**config.mk**
```make
export PLATFORM = sky130hd
export DESIGN_NAME = memwin_host_if
export DESIGN_NICKNAME = d
export VERILOG_FILES = /design/src/rtl/memwin_pkg.sv /design/src/rtl/memwin_regs.sv /design/src/rtl/memwin_decode.sv /design/src/rtl/memwin_irq_route.sv /design/src/rtl/memwin_host_if.sv
export SDC_FILE = /design/constraint.sdc
export NUM_CORES = 1
export LEC_CHECK = 0
export ABC_AREA = 0
export BUFFER_PORTS_ARGS = -buffer_cell sky130_fd_sc_hd__buf_2
export CAP_MARGIN = 0
export CORE_MARGIN = 5
export CORE_UTILIZATION = 45
export CTS_BUF_LIST = sky130_fd_sc_hd__clkbuf_16
export DETAILED_ROUTE_END_ITERATION = 6
export PLACE_DENSITY = 0.71
export SLEW_MARGIN = 20
export SYNTH_ARGS = -nofsm -noshare
export SYNTH_HDL_FRONTEND = slang
export SYNTH_HIERARCHICAL = 1
export SYNTH_SLANG_ARGS = --single-unit
```
**constraint.sdc**
```tcl
create_clock -name clk -period 1.6 [get_ports clk]
set_clock_uncertainty 0.05 [all_clocks]
set_input_delay 0.24 -clock clk [delete_from_list [all_inputs] [get_ports clk]]
set_output_delay 0.24 -clock clk [all_outputs]
set_load 0.005 [all_outputs]
```
**src/rtl/memwin_pkg.sv**
```systemverilog
package memwin_pkg;
  localparam int CFG_W        = 16;
  localparam int CFG_BASE_LSB = 5;
  localparam int CFG_WIN_BIT  = 4;
  localparam int CFG_RSVD_BIT = 3;
  localparam int IRQ_SEL_W    = 3;
  localparam logic [1:0] BOARD_REV = 2'b01;

  typedef enum logic [1:0] {
    REG_CTRL   = 2'd0,
    REG_PAGE   = 2'd1,
    REG_CFG_LO = 2'd2,
    REG_CFG_HI = 2'd3
  } io_reg_e;
endpackage

```
**src/rtl/memwin_regs.sv**
```systemverilog
module memwin_regs
  import memwin_pkg::*;
#(
  parameter int PAGE_W = 3
) (
  input  logic              clk,
  input  logic              rst,
  input  logic              io_wr,
  input  logic              io_rd,
  input  logic [1:0]        io_addr,
  input  logic [7:0]        io_wdata,
  output logic [7:0]        io_rdata,
  output logic              ctrl_hold,
  output logic              ctrl_irq,
  output logic              win_en,
  output logic [PAGE_W-1:0] page,
  output logic [CFG_W-1:0]  cfg
);
  localparam logic [7:0] CFG_LO_MASK = ~(8'd1 << CFG_RSVD_BIT);

  logic [7:0] rd_mux;
  logic [7:0] page_byte;
  io_reg_e    sel;

  assign sel = io_reg_e'(io_addr);

  always_comb begin
    page_byte = '0;
    page_byte[7] = win_en;
    page_byte[PAGE_W-1:0] = page;
  end

  always_comb begin
    case (sel)
      REG_CTRL:   rd_mux = {BOARD_REV, 2'b00, ctrl_irq, ctrl_hold, 2'b00};
      REG_PAGE:   rd_mux = page_byte;
      REG_CFG_LO: rd_mux = cfg[7:0];
      default:    rd_mux = cfg[15:8];
    endcase
  end

  always_ff @(posedge clk) begin
    if (rst) begin
      ctrl_hold <= 1'b1;
      ctrl_irq  <= 1'b0;
      win_en    <= 1'b0;
      page      <= '0;
      cfg       <= '0;
      io_rdata  <= '0;
    end else begin
      if (io_wr) begin
        case (sel)
          REG_CTRL: begin
            ctrl_irq  <= io_wdata[3];
            ctrl_hold <= io_wdata[2];
          end
          REG_PAGE: begin
            win_en <= io_wdata[7];
            page   <= io_wdata[PAGE_W-1:0];
          end
          REG_CFG_LO: cfg[7:0]  <= io_wdata & CFG_LO_MASK;
          default:    cfg[15:8] <= io_wdata;
        endcase
      end
      if (io_rd) io_rdata <= rd_mux;
    end
  end
endmodule

```
**src/rtl/memwin_decode.sv**
```systemverilog
module memwin_decode
  import memwin_pkg::*;
#(
  parameter int HADDR_W = 24,
  parameter int WIN_W   = 13,
  parameter int PAGE_W  = 3
) (
  input  logic                    clk,
  input  logic                    rst,
  input  logic                    host_mem_valid,
  input  logic                    host_mem_we,
  input  logic [HADDR_W-1:0]      host_addr,
  input  logic                    win_en,
  input  logic [PAGE_W-1:0]       page,
  input  logic [CFG_W-1:0]        cfg,
  output logic                    ram_cs,
  output logic                    ram_we,
  output logic [PAGE_W+WIN_W-1:0] ram_addr,
  output logic                    host_drv
);
  localparam int BASE_W = HADDR_W - WIN_W;

  logic [BASE_W-1:0] base_cfg;
  logic              hit;

  assign base_cfg = cfg[CFG_BASE_LSB +: BASE_W];
  assign hit = host_mem_valid && win_en && (host_addr[HADDR_W-1:WIN_W] == base_cfg);

  always_ff @(posedge clk) begin
    if (rst) begin
      ram_cs   <= 1'b0;
      ram_we   <= 1'b0;
      host_drv <= 1'b0;
      ram_addr <= '0;
    end else begin
      ram_cs   <= hit;
      ram_we   <= hit && host_mem_we;
      host_drv <= hit && !host_mem_we;
      if (hit) ram_addr <= {page, host_addr[WIN_W-1:0]};
    end
  end
endmodule

```
**src/rtl/memwin_irq_route.sv**
```systemverilog
module memwin_irq_route #(
  parameter int N_LINES = 7,
  parameter int SEL_W   = 3
) (
  input  logic               clk,
  input  logic               rst,
  input  logic               req,
  input  logic [SEL_W-1:0]   sel,
  output logic [N_LINES-1:0] host_irq
);
  for (genvar k = 0; k < N_LINES; k++) begin : g_line
    localparam logic [SEL_W-1:0] CODE = SEL_W'(k + 1);
    always_ff @(posedge clk) begin
      if (rst) host_irq[k] <= 1'b0;
      else     host_irq[k] <= req && (sel == CODE);
    end
  end
endmodule

```
**src/rtl/memwin_host_if.sv**
```systemverilog
module memwin_host_if
  import memwin_pkg::*;
#(
  parameter int HADDR_W = 24,
  parameter int WIN_W   = 13,
  parameter int PAGE_W  = 3,
  parameter int N_IRQ   = 7,
  localparam int RAM_AW = PAGE_W + WIN_W
) (
  input  logic               clk,
  input  logic               rst,
  input  logic               io_wr,
  input  logic               io_rd,
  input  logic [1:0]         io_addr,
  input  logic [7:0]         io_wdata,
  output logic [7:0]         io_rdata,
  input  logic               host_mem_valid,
  input  logic               host_mem_we,
  input  logic [HADDR_W-1:0] host_addr,
  output logic               ram_cs,
  output logic               ram_we,
  output logic [RAM_AW-1:0]  ram_addr,
  output logic               host_drv,
  output logic               cpu_reset,
  output logic               cpu_irq,
  input  logic               proc_irq_req,
  output logic [N_IRQ-1:0]   host_irq
);
  logic              win_en;
  logic [PAGE_W-1:0] page;
  logic [CFG_W-1:0]  cfg;

  memwin_regs #(.PAGE_W(PAGE_W)) u_regs (
    .clk(clk), .rst(rst),
    .io_wr(io_wr), .io_rd(io_rd), .io_addr(io_addr), .io_wdata(io_wdata),
    .io_rdata(io_rdata),
    .ctrl_hold(cpu_reset), .ctrl_irq(cpu_irq),
    .win_en(win_en), .page(page), .cfg(cfg)
  );

  memwin_decode #(.HADDR_W(HADDR_W), .WIN_W(WIN_W), .PAGE_W(PAGE_W)) u_dec (
    .clk(clk), .rst(rst),
    .host_mem_valid(host_mem_valid), .host_mem_we(host_mem_we), .host_addr(host_addr),
    .win_en(win_en), .page(page), .cfg(cfg),
    .ram_cs(ram_cs), .ram_we(ram_we), .ram_addr(ram_addr), .host_drv(host_drv)
  );

  memwin_irq_route #(.N_LINES(N_IRQ), .SEL_W(IRQ_SEL_W)) u_irq (
    .clk(clk), .rst(rst),
    .req(proc_irq_req), .sel(cfg[IRQ_SEL_W-1:0]),
    .host_irq(host_irq)
  );
endmodule

```
==> out/metrics.cfg, run 1 <==
[critical_path]
path_cells = xor2_2 -> or4_4 -> buf_6 -> o31ai_1 -> a21oi_1
crit_type = reg2reg
end_kind = flop
reg2regPathDepth = 5
r2r_slack_ps = -130
worstSetupStartpointType = flop
cp_data_required_time_ps = 1720
cp_top_family = simple AND/OR/NAND/NOR gates
max_stage_delay_ps = 540
critical_path_arrival_ps = 1850
critPathMaxFanout = 8
cp_slowest_cell = or4_4
r2r-end = u_dec/ram_addr[10]$_SDFFE_PP0P_
cp.buffers_inverters = 1
r2r-start = u_regs/cfg[7]$_SDFFE_PP0P_

[timing]
rsz0062_at_grt = true
worstMarginPinSlew_ps = 359
period_share = 1.08
fin_crit_ps = 1730
max_freq_mhz = 578
setup_ws_ps = -129
slew_headroom = 0.761
finalHoldViolations = 0
setup_viol = 16
finalMaxSlewViolations = 0

[global_routing]
grt_max_degree = 30
grt_pass1_wl_um = 9380
grt_pass1_vias = 1945
antenna_found_initial = 0
grt_overflow = 0
track_usage = 0.183

[clock_tree]
cts_buffers = 5
worstSkewPairLatency_ps = 280
cts_sinks = 55
cts_tree = done
htree_levels = 2
clockBufferDepth = 2
clkTransAtPathRegs_ps = 60
clock-root-buffer = clkbuf_16

[logic_synthesis]
syn-num-nets = 280
ys_warn_count = 6
syn_inst = 239
netlist_area_sq_um = 2330
avgSynthCellArea_sq_um = 9.74

[layout]
syn2layout_area_growth_pct = 34.1
drive_gt1_frac = 0.400
fin_nets = 370
multi_input_area_sq_um = 1190
final_common_cell = buf_2
seq_area_sq_um = 1100
fin_util = 0.615
diodes = 0
layout_common_cells = buf_2 (76), dfxtp_1 (54), nor2_1 (34)
fill_cells = 465

[floorplan]
core_area_sq_um = 5070
die_w_um = 81.9
die_height_um = 81.9
dieArea_sq_um = 6710
ios = 77
initial_utilization = 0.459
core.rowCount = 26

[placed_design]
dp_hpwl_um = 4260
post-place-ws_ps = -190
io_buffers = 76
finalWeightedCongestion = 0.791

[power]
cellPowerDensity_nw_per_um2 = 868
power.leakage_nw = 1.40
ir_worst_vdd_mv = 0.466

[drt]
post-route-drc-count = 0
via_per_inst = 5.19
wl_per_cell_um = 14.8
drt_iter0_markers = 94
finalWirelength_um = 5920
final_antenna_net_count = 0
drtPass1Iterations = 4
via_count = 2075

[min_path]
worstHoldEndpoint = u_dec/host_drv$_SDFF_PP0_
hp-start = host_mem_we
hold_path_class = in2reg
whs_path_depth = 2

[flow_run]
max_cap_viol_count = 0

[run_status]
run_status = complete, but fails checks
violations = negative setup slack

## power by group
group | leakage (nW) | internal (mW) | switching (mW)
registers | 0.446 | 1.40 | 0.0222
logic | 0.886 | 0.137 | 0.151
clock network | 0.0701 | 0.564 | 0.439
## metal layers
| layer | part of all wire | wire length, um | GRT usage |
|---|---|---|---|
| met1 | 0.43 | 2530 | 0.227 |
| met3 | 0.071 | 419 | 0.0373 |
| met2 | 0.49 | 2890 | 0.310 |
| met5 | 0 | 0 | 0 |
| met4 | 0.014 | 85 | 0.0681 |
## through the flow
stage                     TNS (ps)  power, mW  std cells  hold slack [ps]  instance area (sq um)
after global routing         -2010       2.85        400             88.5                   3120
after detailed placement     -2510       1.73        387              380                   2860
after CTS                    -1180       2.74        400             78.9                   3060
after global placement       -1220       1.72        387              378                   2860
after floorplan               -847       1.60        239              269                   2340
final                        -1250       2.71        400             82.3                   3120
## sequential cells by signal, indices dropped and copies added (netlist names)
signal and flops:
u_regs/page 3, u_regs/ctrl_irq 1, u_irq/host_irq 7, u_regs/ctrl_hold 1, u_dec/host_drv 1, u_dec/ram_cs 1, u_regs/io_rdata 8, u_dec/ram_addr 16
u_dec/ram_we 1, u_regs/win_en 1, u_regs/cfg 15
## worst max-delay path by stage
stage	from	endpoint	slack (ps)	cells after the start
floorplan	u_regs/cfg[7]$_SDFFE_PP0P_	u_dec/ram_addr[0]$_SDFFE_PP0P_	-80	6
global placement	host_addr[15]	u_dec/ram_addr[12]$_SDFFE_PP0P_	-110	6
detailed placement	host_addr[15]	u_dec/ram_addr[12]$_SDFFE_PP0P_	-190	6
CTS	u_regs/cfg[7]$_SDFFE_PP0P_	u_dec/ram_addr[12]$_SDFFE_PP0P_	-90	5
global route	u_regs/cfg[7]$_SDFFE_PP0P_	u_dec/ram_addr[10]$_SDFFE_PP0P_	-170	5
finish	u_regs/cfg[7]$_SDFFE_PP0P_	u_dec/ram_addr[10]$_SDFFE_PP0P_	-130	5
## worst reg2reg max path: cells and delay by family, from the launching register on
family                    cells  cell delay [ps]
buffers and inverters         1              170
and+or+nand+nor               1              540
xor gates and xnor gates      1              160
DFF                           1              340
AOI/OAI and AO/OA             2              360
## layout make-up
class                           instances  share of cell area
Tap cell                               70              0.0281
Clock buffer                            5              0.0401
Inverter                                1             0.00120
Timing Repair Buffer                  103               0.192
Clock inverter                          3             0.00361
Sequential cell                        55               0.353
Multi-Input combinational cell        163               0.382
## timing repair
item                       4_1_cts  5_1_grt
gates cloned                     1        0
setup buffers                    4        0
setup endpoints to repair       17       18
hold buffers                     0        0
gates resized for setup          4       13
pin swaps                        0        0
No activity file was read; power rests on OpenSTA's default activity.
==> run 2: changes to the inputs <==
- ABC_AREA: 0 -> 1
- CORE_UTILIZATION: 45 -> 46
- PLACE_DENSITY: 0.71 -> 0.72
==> run 2 against run 1 <==
Effect of this change:
- the run now ends clean
- worst hold slack lost 11 ps
- via count grew 19%
- sequential power is essentially flat
- fmax grew 19%
- total power grew 9.1%
- critical path type unchanged
- critical endpoint is now u_dec/ram_addr[7]$_SDFFE_PP0P_
- largest power group unchanged
==> out/metrics.cfg, run 2 <==
[drt]
top_layer = met4
wl_met3_um = 332
met2_length_um = 2980
wl_met1_um = 2730
post-route-drc-count = 0
via_count = 2469
drt_iter0_markers = 65
drtPass1Iterations = 5
wl_per_cell_um = 11.7
finalWirelength_um = 6080
via_per_inst = 4.75
final_antenna_net_count = 0

[critical_path]
end_kind = flop
crit_start = u_regs/cfg[14]$_SDFFE_PP0P_
cp_data_required_time_ps = 1770
critPathMaxFanout = 11
r2r-end = u_dec/ram_addr[7]$_SDFFE_PP0P_
worstSetupStartpointType = flop
r2r-start = u_regs/cfg[14]$_SDFFE_PP0P_
crit_type = reg2reg
critical_path_arrival_ps = 1620
reg2regPathDepth = 9
r2r_slack_ps = 150
crit_end = u_dec/ram_addr[7]$_SDFFE_PP0P_

[timing]
finalMaxSlewViolations = 0
fin_crit_ps = 1450
finalSetupTns_ps = 0
finalHoldViolations = 0
slew_headroom = 0.675
worstMarginPinSlew_ps = 487
max_freq_mhz = 691
setup_viol = 0
rsz0062_at_grt = false
period_share = 0.904

[layout]
final_common_cell = nand2_1
fin_nets = 488
layout_common_cells = nand2_1 (77), buf_2 (76), inv_1 (61)
syn2layout_area_growth_pct = 26.0
final_cells = 520
diodes = 0
largest_reg_flops = 16
regMostFlops = u_dec/ram_addr
drive_gt1_frac = 0.241
largest_registers = u_dec/ram_addr x16, u_regs/cfg x15, u_regs/io_rdata x8

[global_routing]
track_usage = 0.172
grt_max_degree = 20
grt_pass1_wl_um = 10200
grt_pass1_vias = 2272
antenna_found_initial = 0
grt_overflow = 0

[placed_design]
dp_hpwl_um = 4580
finalWeightedCongestion = 0.834
io_buffers = 76
dp.cells = 506

[flow_run]
max_cap_viol_count = 0

[clock_tree]
clkTransAtPathRegs_ps = 70
cts_buffers = 5
cts_tree = done
clockBufferDepth = 2
htree_levels = 2
hold_buffers = 0
worstSkewPairLatency_ps = 280
clock-root-buffer = clkbuf_16
cts_sinks = 55

[run_status]
run_status = completed

[logic_synthesis]
syn_inst = 366
ys_warn_count = 6
syn-num-nets = 407
netlist_area_sq_um = 2520
avgSynthCellArea_sq_um = 6.89

[floorplan]
dieArea_sq_um = 7060
die_height_um = 84.0
ios = 77
die_w_um = 84.0
initial_utilization = 0.466
core.rowCount = 27
core_area_sq_um = 5410

[power]
power.leakage_nw = 1.59
cellPowerDensity_nw_per_um2 = 932
ir_worst_vdd_mv = 0.504

[min_path]
hold_path_class = in2reg

## run 2: repair_timing
| action | CTS | global route |
|---|---|---|
| setup buffers | 0 | 6 |
| setup endpoints to repair | 0 | 17 |
| gates resized for setup | 0 | 0 |
## run 2: worst max-delay path: stages (launching register included)
cell	delay, ps
dfxtp_1	410
inv_1	60
nand2_1	70
nand2_1	60
nor2_1	90
nand2_1	130
nor2_8	220
buf_4	150
a21oi_1	60
nor2_1	100
## run 2: power breakdown
group | switching [mW] | total (mW) | leakage, nW | internal (mW)
registers | 0.0244 | 1.43 | 0.447 | 1.41
clock network | 0.477 | 1.22 | 0.0818 | 0.739
logic | 0.192 | 0.312 | 1.06 | 0.121
total | 0.693 | 2.96 | 1.59 | 2.26
## run 2: worst min path at each step
stage	from	end	cells past startpoint
after floorplan	rst	u_dec/ram_cs$_SDFF_PP0_	1
after global placement	host_mem_we	u_dec/host_drv$_SDFF_PP0_	2
after detailed placement	host_mem_we	u_dec/host_drv$_SDFF_PP0_	2
after CTS	host_mem_we	u_dec/host_drv$_SDFF_PP0_	2
after global routing	host_mem_we	u_dec/host_drv$_SDFF_PP0_	2
final	host_mem_we	u_dec/host_drv$_SDFF_PP0_	2
## run 2: metrics by stage
step / hold slack, ps / util / total power, mW / instance area, sq um / worst slack [ps]
final: 71.8 / 0.588 / 2.96 / 3180 / 153
after global routing: 59.9 / 0.588 / 3.11 / 3180 / 24.7
after CTS: 64.2 / 0.577 / 2.99 / 3120 / 55.0
after detailed placement: 369 / 0.546 / 1.77 / 2950 / 75.8
after global placement: 368 / 0.546 / 1.77 / 2950 / 82.9
after floorplan: 262 / - / 1.65 / 2520 / 310
## run 2: cell type report
class                      count  area [sq um]
clock buffer                   5           125
clock inverter                 3          42.5
fill                         540          2230
inverter                      64           240
multi-input combinational    236          1100
sequential                    55          1100
tap                           72          90.1
timing repair buffer          85           473
## run 2: layer usage
metal,up-vias,track usage
li1,1306,-
met1,1110,0.218
met2,51,0.291
met3,2,0.0464
met4,0,0.0365
met5,-,0
==> run 3: changes to the inputs <==
- CORE_UTILIZATION: 46 -> 45
- PLACE_DENSITY: 0.72 -> 0.71
- SYNTH_HIERARCHICAL: 1 -> unset
==> run 3 against run 2 <==
Effect of this change:
- first-iteration DRC count rose by 55%
- clock power down 15%
- non-clock buffer count up 4
- worst hold slack gained 2.5 ps
- final cell count decreased by 4.0%
- die area fell by 0.94%
- clock-buffer cell count unchanged
- highest routed layer unchanged
==> out/metrics.cfg, run 3 <==
[run_status]
run_status = completed

[critical_path]
worstSetupStartpointType = flop
cp_data_required_time_ps = 1770
end_kind = flop
crit_type = reg2reg
critPathMaxFanout = 17
critical_path_arrival_ps = 1630

[logic_synthesis]
synth_edf_count = 0
synth.largest_area_cell = dfxtp_1
ys.flop_type = dfxtp_1
syn_inst = 343
netlist_area_sq_um = 2440
avgSynthCellArea_sq_um = 7.11
ys_ff_latch = 55
synth.top_cells.by_area = dfxtp_1 (45%), nand2_1 (12%), a21oi_1 (7.8%), inv_1 (6.3%), o21ai_0 (5.5%)
ys_seq_area_frac = 0.451
synth.distinct_cells = 28
yosysMostFrequentCell = nand2_1
synthTopCellsByCount = nand2_1 (79), dfxtp_1 (55), inv_1 (41)
async_flop_share = 0
synth_top_area_frac = 0.451
ys_warn_count = 0
syn-num-nets = 384

[clock_tree]
worstSkewPairLatency_ps = 290
htree_levels = 2
clockBufferDepth = 2
clock-root-buffer = clkbuf_16
cts_buffers = 5
cts_sinks = 55
clkTransAtPathRegs_ps = 70
cts_tree = done

[floorplan]
die_height_um = 83.6
dieArea_sq_um = 6990
die_w_um = 83.6
core_area_sq_um = 5170
initial_utilization = 0.472
core.rowCount = 26
ios = 77

[power]
comb_power_share = 0.114
power.share.sequential = 0.514
p_sw_frac = 0.245
power.leakage_nw = 1.54
ir_worst_vdd_mv = 0.561
power_frac_clock = 0.372
cellPowerDensity_nw_per_um2 = 904
switchingPower_mw = 0.685
internal_power_mw = 2.11

[placed_design]
io_buffers = 76
dp_hpwl_um = 4690
post-place-ws_ps = 123
finalWeightedCongestion = 0.866

[global_routing]
grt_overflow = 0
antenna_found_initial = 0
grt_max_degree = 35
track_usage = 0.173
grt_pass1_vias = 2250
grt_pass1_wl_um = 10100

[drt]
post-route-drc-count = 0
final_antenna_net_count = 0
wl_per_cell_um = 12.1
via_count = 2364
drt_iter0_markers = 101
finalWirelength_um = 6060
drtPass1Iterations = 4
via_per_inst = 4.74

[timing]
slew_headroom = 0.747
max_freq_mhz = 683
rsz0062_at_grt = true
finalHoldViolations = 0
finalSetupTns_ps = 0
setup_viol = 0
period_share = 0.915
finalMaxSlewViolations = 0
setup_ws_ps = 135
fin_crit_ps = 1460
worstMarginPinSlew_ps = 378

[layout]
drive_gt1_frac = 0.270
syn2layout_area_growth_pct = 26.7
diodes = 0
fin_nets = 469
final_common_cell = nand2_1
layout_common_cells = nand2_1 (79), buf_2 (76), dfxtp_1 (55)
regMostFlops = u_dec.ram_addr
largest_registers = u_dec.ram_addr x16, u_regs.cfg x15, u_regs.io_rdata x8
largest_reg_flops = 16

[flow_run]
max_cap_viol_count = 0

[min_path]
hold_path_class = in2reg

run 3: cell count changes in the layout (fill, tap and decap cells not counted), moves of 5 or more:
cell / before / now
nor2_1: 42 / 35
inv_1: 61 / 42
buf_4: 7 / 12
inv_2: 3 / 10
nand3_1: 29 / 22
run 3: per-stage QoR:
stage	utilization	hold WS (ps)	instances	total power, mW	cell area [sq um]
6_report	0.597	74.3	499	2.79	3090
5_1_grt	0.597	88.5	499	2.93	3090
4_1_cts	0.586	66.5	493	2.83	3030
3_5_place_dp	0.559	372	485	1.79	2890
3_3_place_gp	0.559	370	485	1.78	2890
2_1_floorplan	-	259	343	1.65	2440
run 3: kinds of logic after synthesis:
group | Yosys count | share of synthesized area
buf+inv | 63 | 0.108
simple gates | 150 | 0.276
flops | 55 | 0.451
compound gates | 75 | 0.165
run 3: what timing repair did:
item | in CTS | in global routing
buffers inserted | 0 | 6
endpoints found under the setup margin | 0 | 12
hold buffers | 0 | 0
gates resized for setup | 0 | 0
run 3: final cells by class:
type / instances / area, sq um
tap: 70 / 87.6
fill: 505 / 2080
multi-input combinational: 225 / 1070
clock inverter: 3 / 16.3
timing repair buffer: 89 / 490
sequential: 55 / 1100
inverter: 52 / 195
clock buffer: 5 / 125
run 3: metal layers:
layer	GRT usage	vias to the layer above	part of all wire
li1	-	1266	-
met1	0.218	1018	0.46
met2	0.281	74	0.45
met3	0.0582	6	0.075
met4	0.0526	0	0.016
met5	0	-	0
run 3: power by group through the flow:
stage | clock network, mW | logic (mW) | registers [mW]
floorplan | 0 | 0.188 | 1.46
global placement | 0 | 0.316 | 1.47
detailed placement | 0 | 0.319 | 1.47
CTS | 1.08 | 0.320 | 1.44
global route | 1.13 | 0.362 | 1.44
finish | 1.04 | 0.318 | 1.44
run 3: worst max-delay path, stage by stage (launching register included):
cell,delay [ps]
dfxtp_1,380
inv_1,70
nand2_1,80
nand2_1,50
nor2_1,80
nand2_1,130
nor2_8,240
nand2_1,140
nor3b_2,160
run 3: final timing paths:
path	startpoint	to	slack, ps	cells after the start
min reg2reg	u_regs.cfg[4]$_SDFFE_PP0P_	u_regs.cfg[4]$_SDFFE_PP0P_	410	2
max reg2reg	u_regs.cfg[7]$_SDFFE_PP0P_	u_dec.ram_we$_SDFF_PP0_	140	8
max	u_regs.cfg[7]$_SDFFE_PP0P_	u_dec.ram_we$_SDFF_PP0_	140	8
min	host_mem_we	u_dec.host_drv$_SDFF_PP0_	70	2
